==> src/rtl/burst_addr_pkg.sv <==
package burst_addr_pkg;

    typedef enum logic {
        ORD_LINEAR = 1'b0,
        ORD_INTERLEAVE = 1'b1
    } burst_order_e;

endpackage

==> src/rtl/burst_beat_ctrl.sv <==
module burst_beat_ctrl
    import burst_addr_pkg::*;
#(
    parameter int BEAT_W = 2
) (
    input  logic              clk,
    input  logic              rst_n,
    input  logic              clk_en,
    input  logic              load,
    input  logic              advance,
    input  logic              order_il,
    input  logic [BEAT_W-1:0] start_addr,
    output logic [BEAT_W-1:0] base_q_o,
    output logic [BEAT_W-1:0] idx_q_o,
    output burst_order_e      order_q_o
);

    localparam logic [BEAT_W-1:0] IDX_ONE = BEAT_W'(1);

    typedef struct packed {
        logic [BEAT_W-1:0] base;
        logic [BEAT_W-1:0] idx;
        burst_order_e      order;
    } ctrl_state_t;

    ctrl_state_t st_d, st_q;

    always_comb begin
        st_d = st_q;
        if (clk_en) begin
            if (load) begin
                st_d.base  = start_addr;
                st_d.idx   = '0;
                st_d.order = order_il ? ORD_INTERLEAVE : ORD_LINEAR;
            end else if (advance) begin
                st_d.idx = st_q.idx + IDX_ONE;
            end
        end
    end

    always_ff @(posedge clk or negedge rst_n) begin
        if (!rst_n) begin
            st_q.base  <= '0;
            st_q.idx   <= '0;
            st_q.order <= ORD_INTERLEAVE;
        end else begin
            st_q <= st_d;
        end
    end

    assign base_q_o  = st_q.base;
    assign idx_q_o   = st_q.idx;
    assign order_q_o = st_q.order;

    AST_ADV_STEPS_IDX: assert property (@(posedge clk) disable iff (!rst_n)
        (clk_en && !load && advance) |=> (idx_q_o == $past(idx_q_o) + IDX_ONE));
    AST_LOAD_CLEARS_IDX: assert property (@(posedge clk) disable iff (!rst_n)
        (clk_en && load) |=> (idx_q_o == '0));
    AST_ORDER_HELD: assert property (@(posedge clk) disable iff (!rst_n)
        !(clk_en && load) |=> $stable(order_q_o));
    AST_STALL_FREEZE: assert property (@(posedge clk) disable iff (!rst_n)
        !clk_en |=> ($stable(idx_q_o) && $stable(base_q_o)));

endmodule

==> src/rtl/burst_order_map.sv <==
module burst_order_map
    import burst_addr_pkg::*;
#(
    parameter int BEAT_W = 2
) (
    input  logic [BEAT_W-1:0] base,
    input  logic [BEAT_W-1:0] idx,
    input  burst_order_e      order,
    output logic [BEAT_W-1:0] addr
);

    logic [BEAT_W-1:0] il_addr;
    logic [BEAT_W-1:0] lin_addr;

    genvar b;
    generate
        for (b = 0; b < BEAT_W; b++) begin : g_xor_bit
            assign il_addr[b] = base[b] ^ idx[b];
        end
    endgenerate

    assign lin_addr = base + idx;

    always_comb begin
        addr = (order == ORD_INTERLEAVE) ? il_addr : lin_addr;
    end

endmodule

==> src/rtl/burst_addr_gen.sv <==
module burst_addr_gen
    import burst_addr_pkg::*;
#(
    parameter int BEAT_W = 2
) (
    input  logic              clk,
    input  logic              rst_n,
    input  logic              clk_en,
    input  logic              load,
    input  logic              advance,
    input  logic              order_il,
    input  logic [BEAT_W-1:0] start_addr,
    output logic [BEAT_W-1:0] beat_addr
);

    logic [BEAT_W-1:0] base_q;
    logic [BEAT_W-1:0] idx_q;
    burst_order_e      order_q;

    burst_beat_ctrl #(.BEAT_W(BEAT_W)) u_ctrl (
        .clk        (clk),
        .rst_n      (rst_n),
        .clk_en     (clk_en),
        .load       (load),
        .advance    (advance),
        .order_il   (order_il),
        .start_addr (start_addr),
        .base_q_o   (base_q),
        .idx_q_o    (idx_q),
        .order_q_o  (order_q)
    );

    burst_order_map #(.BEAT_W(BEAT_W)) u_map (
        .base  (base_q),
        .idx   (idx_q),
        .order (order_q),
        .addr  (beat_addr)
    );

    AST_LOAD_TAKES_START: assert property (@(posedge clk) disable iff (!rst_n)
        (clk_en && load) |=> (beat_addr == $past(start_addr)));
    AST_STALL_HOLDS: assert property (@(posedge clk) disable iff (!rst_n)
        !clk_en |=> $stable(beat_addr));
    AST_IDLE_HOLDS: assert property (@(posedge clk) disable iff (!rst_n)
        (clk_en && !load && !advance) |=> $stable(beat_addr));
    AST_RESET_ZERO: assert property (@(posedge clk)
        !rst_n |-> (beat_addr == '0));

endmodule

==> config.mk <==
export PLATFORM = sky130hd
export DESIGN_NAME = burst_addr_gen
export DESIGN_NICKNAME = d
export VERILOG_FILES = /design/src/rtl/burst_addr_pkg.sv /design/src/rtl/burst_beat_ctrl.sv /design/src/rtl/burst_order_map.sv /design/src/rtl/burst_addr_gen.sv
export SDC_FILE = /design/constraint.sdc
export NUM_CORES = 1
export LEC_CHECK = 0
export BUFFER_PORTS_ARGS = -buffer_cell sky130_fd_sc_hd__buf_2
export CORE_AREA = 2 2 39 41
export CTS_CLUSTER_DIAMETER = 150
export DETAILED_ROUTE_END_ITERATION = 10
export DIE_AREA = 0 0 41 43
export PLACE_DENSITY_LB_ADDON = 0.2
export SLEW_MARGIN = 40
export SYNTH_ARGS = -nofsm -noshare
export SYNTH_HDL_FRONTEND = slang
export SYNTH_SLANG_ARGS = --single-unit
==> constraint.sdc <==
create_clock -name clk -period 1.08 [get_ports clk]
set_input_delay 0.108 -clock clk [delete_from_list [all_inputs] [get_ports clk]]
set_output_delay 0.108 -clock clk [all_outputs]
set_load 0.01 [all_outputs]
==> impl_metrics.py <==
metrics = {
    "outcome": {
        "status": "finished, violations left",
        "violations": "setup timing",
    },
    "placement": {
        "dp.cells": 49,
        "io_buffers": 9,
        "pre_cts_slack_ns": 0.02899,
        "gp_congestion": 0.6893,
    },
    "pwr": {
        "total_power_uw": 671.3,
        "leakage_nw": 0.1777,
        "vdd_drop_max_v": 0.0003935,
        "p_per_area_mw_per_mm2": 1692,
    },
    "timing": {
        "fin_crit_sh_pct": 118.3,
        "fin_ws_ns": -0.1975,
        "hold_viol": 0,
        "slew_violations": 0,
        "worst_pin_slew_ns": 0.1727,
        "period_minus_slack_ns": 1.277,
        "rsz0062_at_grt": "yes",
        "clock_skew_ns": 0.001450,
        "fmax_ghz": 0.7828,
        "maxSlewHeadroom_pct": 88.49,
        "setup_viol": 3,
    },
    "synth": {
        "ys_seq_elements": 5,
        "yosysTopAreaCellShare_pct": 38.46,
        "syn_area_um2": 260.3,
        "ys_warn_count": 0,
        "synth.distinct_cells": 16,
        "netlist_top_cells_area": "dfrtp_1 (38%), mux2_1 (13%), dfstp_2 (10%)",
        "seq_area_frac_synth_pct": 48.56,
        "avgSynthCellArea_um2": 10.84,
        "synth_fp_nets": 33,
        "yosys.area.top_type": "dfrtp_1",
        "postSynthCellCount": 24,
    },
    "cts": {
        "htreeDepth": 1,
        "cts_buffer_depth": 2,
        "cts_root_buf": "clkbuf_4",
        "clk_pin_slew_ns": 0.04,
        "numCtsBuffers": 3,
        "worstSkewPairLatency_ns": 0.24,
        "cts_tree": "built",
        "cts.sinks": 5,
    },
    "critical_path": {
        "crit_buf_inv": 1,
        "crit_path_top_delay_cell": "dfrtp_1",
        "arrival_ns": 1.17,
        "crit_cells": 4,
        "r2r_end": "u_ctrl.idx_q_o[1]$_DFFE_PN0P_",
        "crit_end": "beat_addr[1]",
        "cp-end-kind": "primary output",
        "cp-start-kind": "register",
        "critPathKind": "register to primary output",
        "max_stage_delay_ns": 0.38,
        "cp_max_fo": 2,
        "r2r_start": "u_ctrl.idx_q_o[0]$_DFFE_PN0P_",
        "worstPathRequired_ns": 0.97,
        "cp_top_family": "flip-flops",
        "rr_worst_depth": 5,
        "reg2reg_setup_slack_ns": 0,
        "cp-startpoint": "u_ctrl.idx_q_o[0]$_DFFE_PN0P_",
        "path_cells": "ha_2 > nor2b_4 > xnor2_1 > buf_2",
    },
    "route": {
        "vias_per_cell": 4.073,
        "vias": 224,
        "antenna_left": 0,
        "drtIter0Drc": 1,
        "drcViolationCount": 0,
        "wire_per_inst_um": 10.13,
        "first_pass_iters": 4,
        "wirelength_um": 557,
    },
    "job": {
        "cap_violations": 0,
    },
    "global_route": {
        "grt_pass1_wl_um": 959,
        "antenna_found_initial": 0,
        "gr-usage-all-layers_pct": 8.889,
        "grt_pass1_vias": 249,
        "grt_max_degree": 6,
        "grt-ovfl-total": 0,
    },
    "floorplanning": {
        "ios": 10,
        "die-area_mm2": 0.001763,
        "die_w_um": 41,
        "row_count": 14,
        "initial_core_util_pct": 18.81,
        "core_area_mm2": 0.001384,
        "die_h_um": 43,
    },
    "finish": {
        "drive_above_1_share_pct": 48.72,
        "fillers": 157,
        "final-instance-count-excl-fill": 55,
        "syn_to_final_growth_pct": 52.40,
        "diodes": 0,
        "num-nets-final": 49,
        "utilization_pct": 28.66,
    },
    "worst_hold_path": {
        "min_path_type": "input port to register",
    },
}
==> cells in the final DEF, fill, tap and decap left out <==
cell,netlist,final
a32oi_1,1,1
dlygate4sd3_1,0,1
nor2b_4,0,1
dfstp_2,1,1
buf_6,0,2
buf_4,0,1
mux2_1,3,3
xnor2_1,2,2
buf_2,0,8
nor2_1,2,2
nand2_1,1,1
clkbuf_4,0,3
and4b_1,1,1
inv_1,2,2
dfrtp_1,4,4
ha_2,0,1
clkbuf_1,1,1
o22ai_1,1,1
a21oi_2,0,1
nand2_2,1,1
o21ai_1,0,1
==> where the power goes <==
group | internal [mW] | switching (mW) | leakage (nW) | total, mW
registers | 0.224 | 0.0301 | 0.0599 | 0.254
logic | 0.122 | 0.0832 | 0.103 | 0.205
clock network | 0.139 | 0.0724 | 0.0150 | 0.212
==> Yosys cell counts <==
cell      count
inv_1         2
o21ai_0       1
a32oi_1       1
dfrtp_1       4
a21oi_1       1
ha_1          1
xnor2_1       2
nor2b_1       1
mux2_1        3
nand2_2       1
clkbuf_1      1
dfstp_2       1
and4b_1       1
o22ai_1       1
nor2_1        2
nand2_1       1
==> final cells by class <==
cell class                      instances  area, um2  area share [%]
Sequential cell                         5      126.4           31.86
Timing Repair Buffer                   12      80.08           20.19
Tap cell                               16      20.02           5.047
Multi-Input combinational cell         16      136.4           34.38
Inverter                                2      7.507           1.893
Clock buffer                            4      26.28           6.625
==> what timing repair did <==
| item | CTS | global route |
|---|---|---|
| gates cloned | 0 | 0 |
| endpoints found under the hold margin | 5 | 0 |
| setup endpoints to repair | 2 | 4 |
| hold buffers | 1 | 0 |
| setup buffers | 1 | 0 |
| pin swaps | 3 | 1 |
| gates resized for setup | 5 | 2 |
==> kinds of logic (layout without fill, tap and decap cells) <==
group,count (synthesis),count (layout),synth area share (%)
XOR/XNOR,2,2,6.732
AND/OR/NAND/NOR,6,6,12.98
adder cells (fa/ha/maj),1,1,4.807
multiplexers,3,3,12.98
buffers and inverters,3,18,4.327
flip-flops,5,5,48.56
AO/OA/AOI/OAI,4,4,9.614
==> metal layers <==
metal | GRT usage (%) | routed length, um | vias up
met3 | 1.571 | 32 | 2
met4 | 12.00 | 22 | 0
met2 | 12.50 | 267 | 8
met1 | 8.852 | 235 | 103
li1 | - | - | 111
met5 | 0 | 0 | -
==> flip-flops by register name, summed over array words and instances, names as in the netlist <==
register	flops
u_ctrl.order_q_o	1
u_ctrl.idx_q_o	2
u_ctrl.base_q_o	2
==> metrics by stage <==
step,hold slack [ns],TNS [ns],instance area [um2]
finish,0.08097,-0.2622,396.6
global route,0.08186,-0.4191,396.6
CTS,0.07355,-0.3205,392.9
detailed placement,-0.07116,0,329.1
global placement,-0.07264,0,329.1
floorplan,-0.1876,0,260.3
==> worst min path at each step <==
stage / startpoint / endpoint / slack [ns] / depth (start not counted)
3_5_place_dp: rst_n / u_ctrl.base_q_o[0]$_DFFE_PN0P_ / -0.07 / 1
3_3_place_gp: rst_n / u_ctrl.base_q_o[0]$_DFFE_PN0P_ / -0.07 / 1
4_1_cts: start_addr[1] / u_ctrl.base_q_o[1]$_DFFE_PN0P_ / 0.07 / 2
5_1_grt: start_addr[1] / u_ctrl.base_q_o[1]$_DFFE_PN0P_ / 0.08 / 2
2_1_floorplan: rst_n / u_ctrl.base_q_o[0]$_DFFE_PN0P_ / -0.19 / 0
6_report: start_addr[0] / u_ctrl.base_q_o[0]$_DFFE_PN0P_ / 0.08 / 2
(Power assumes the default switching activity.)
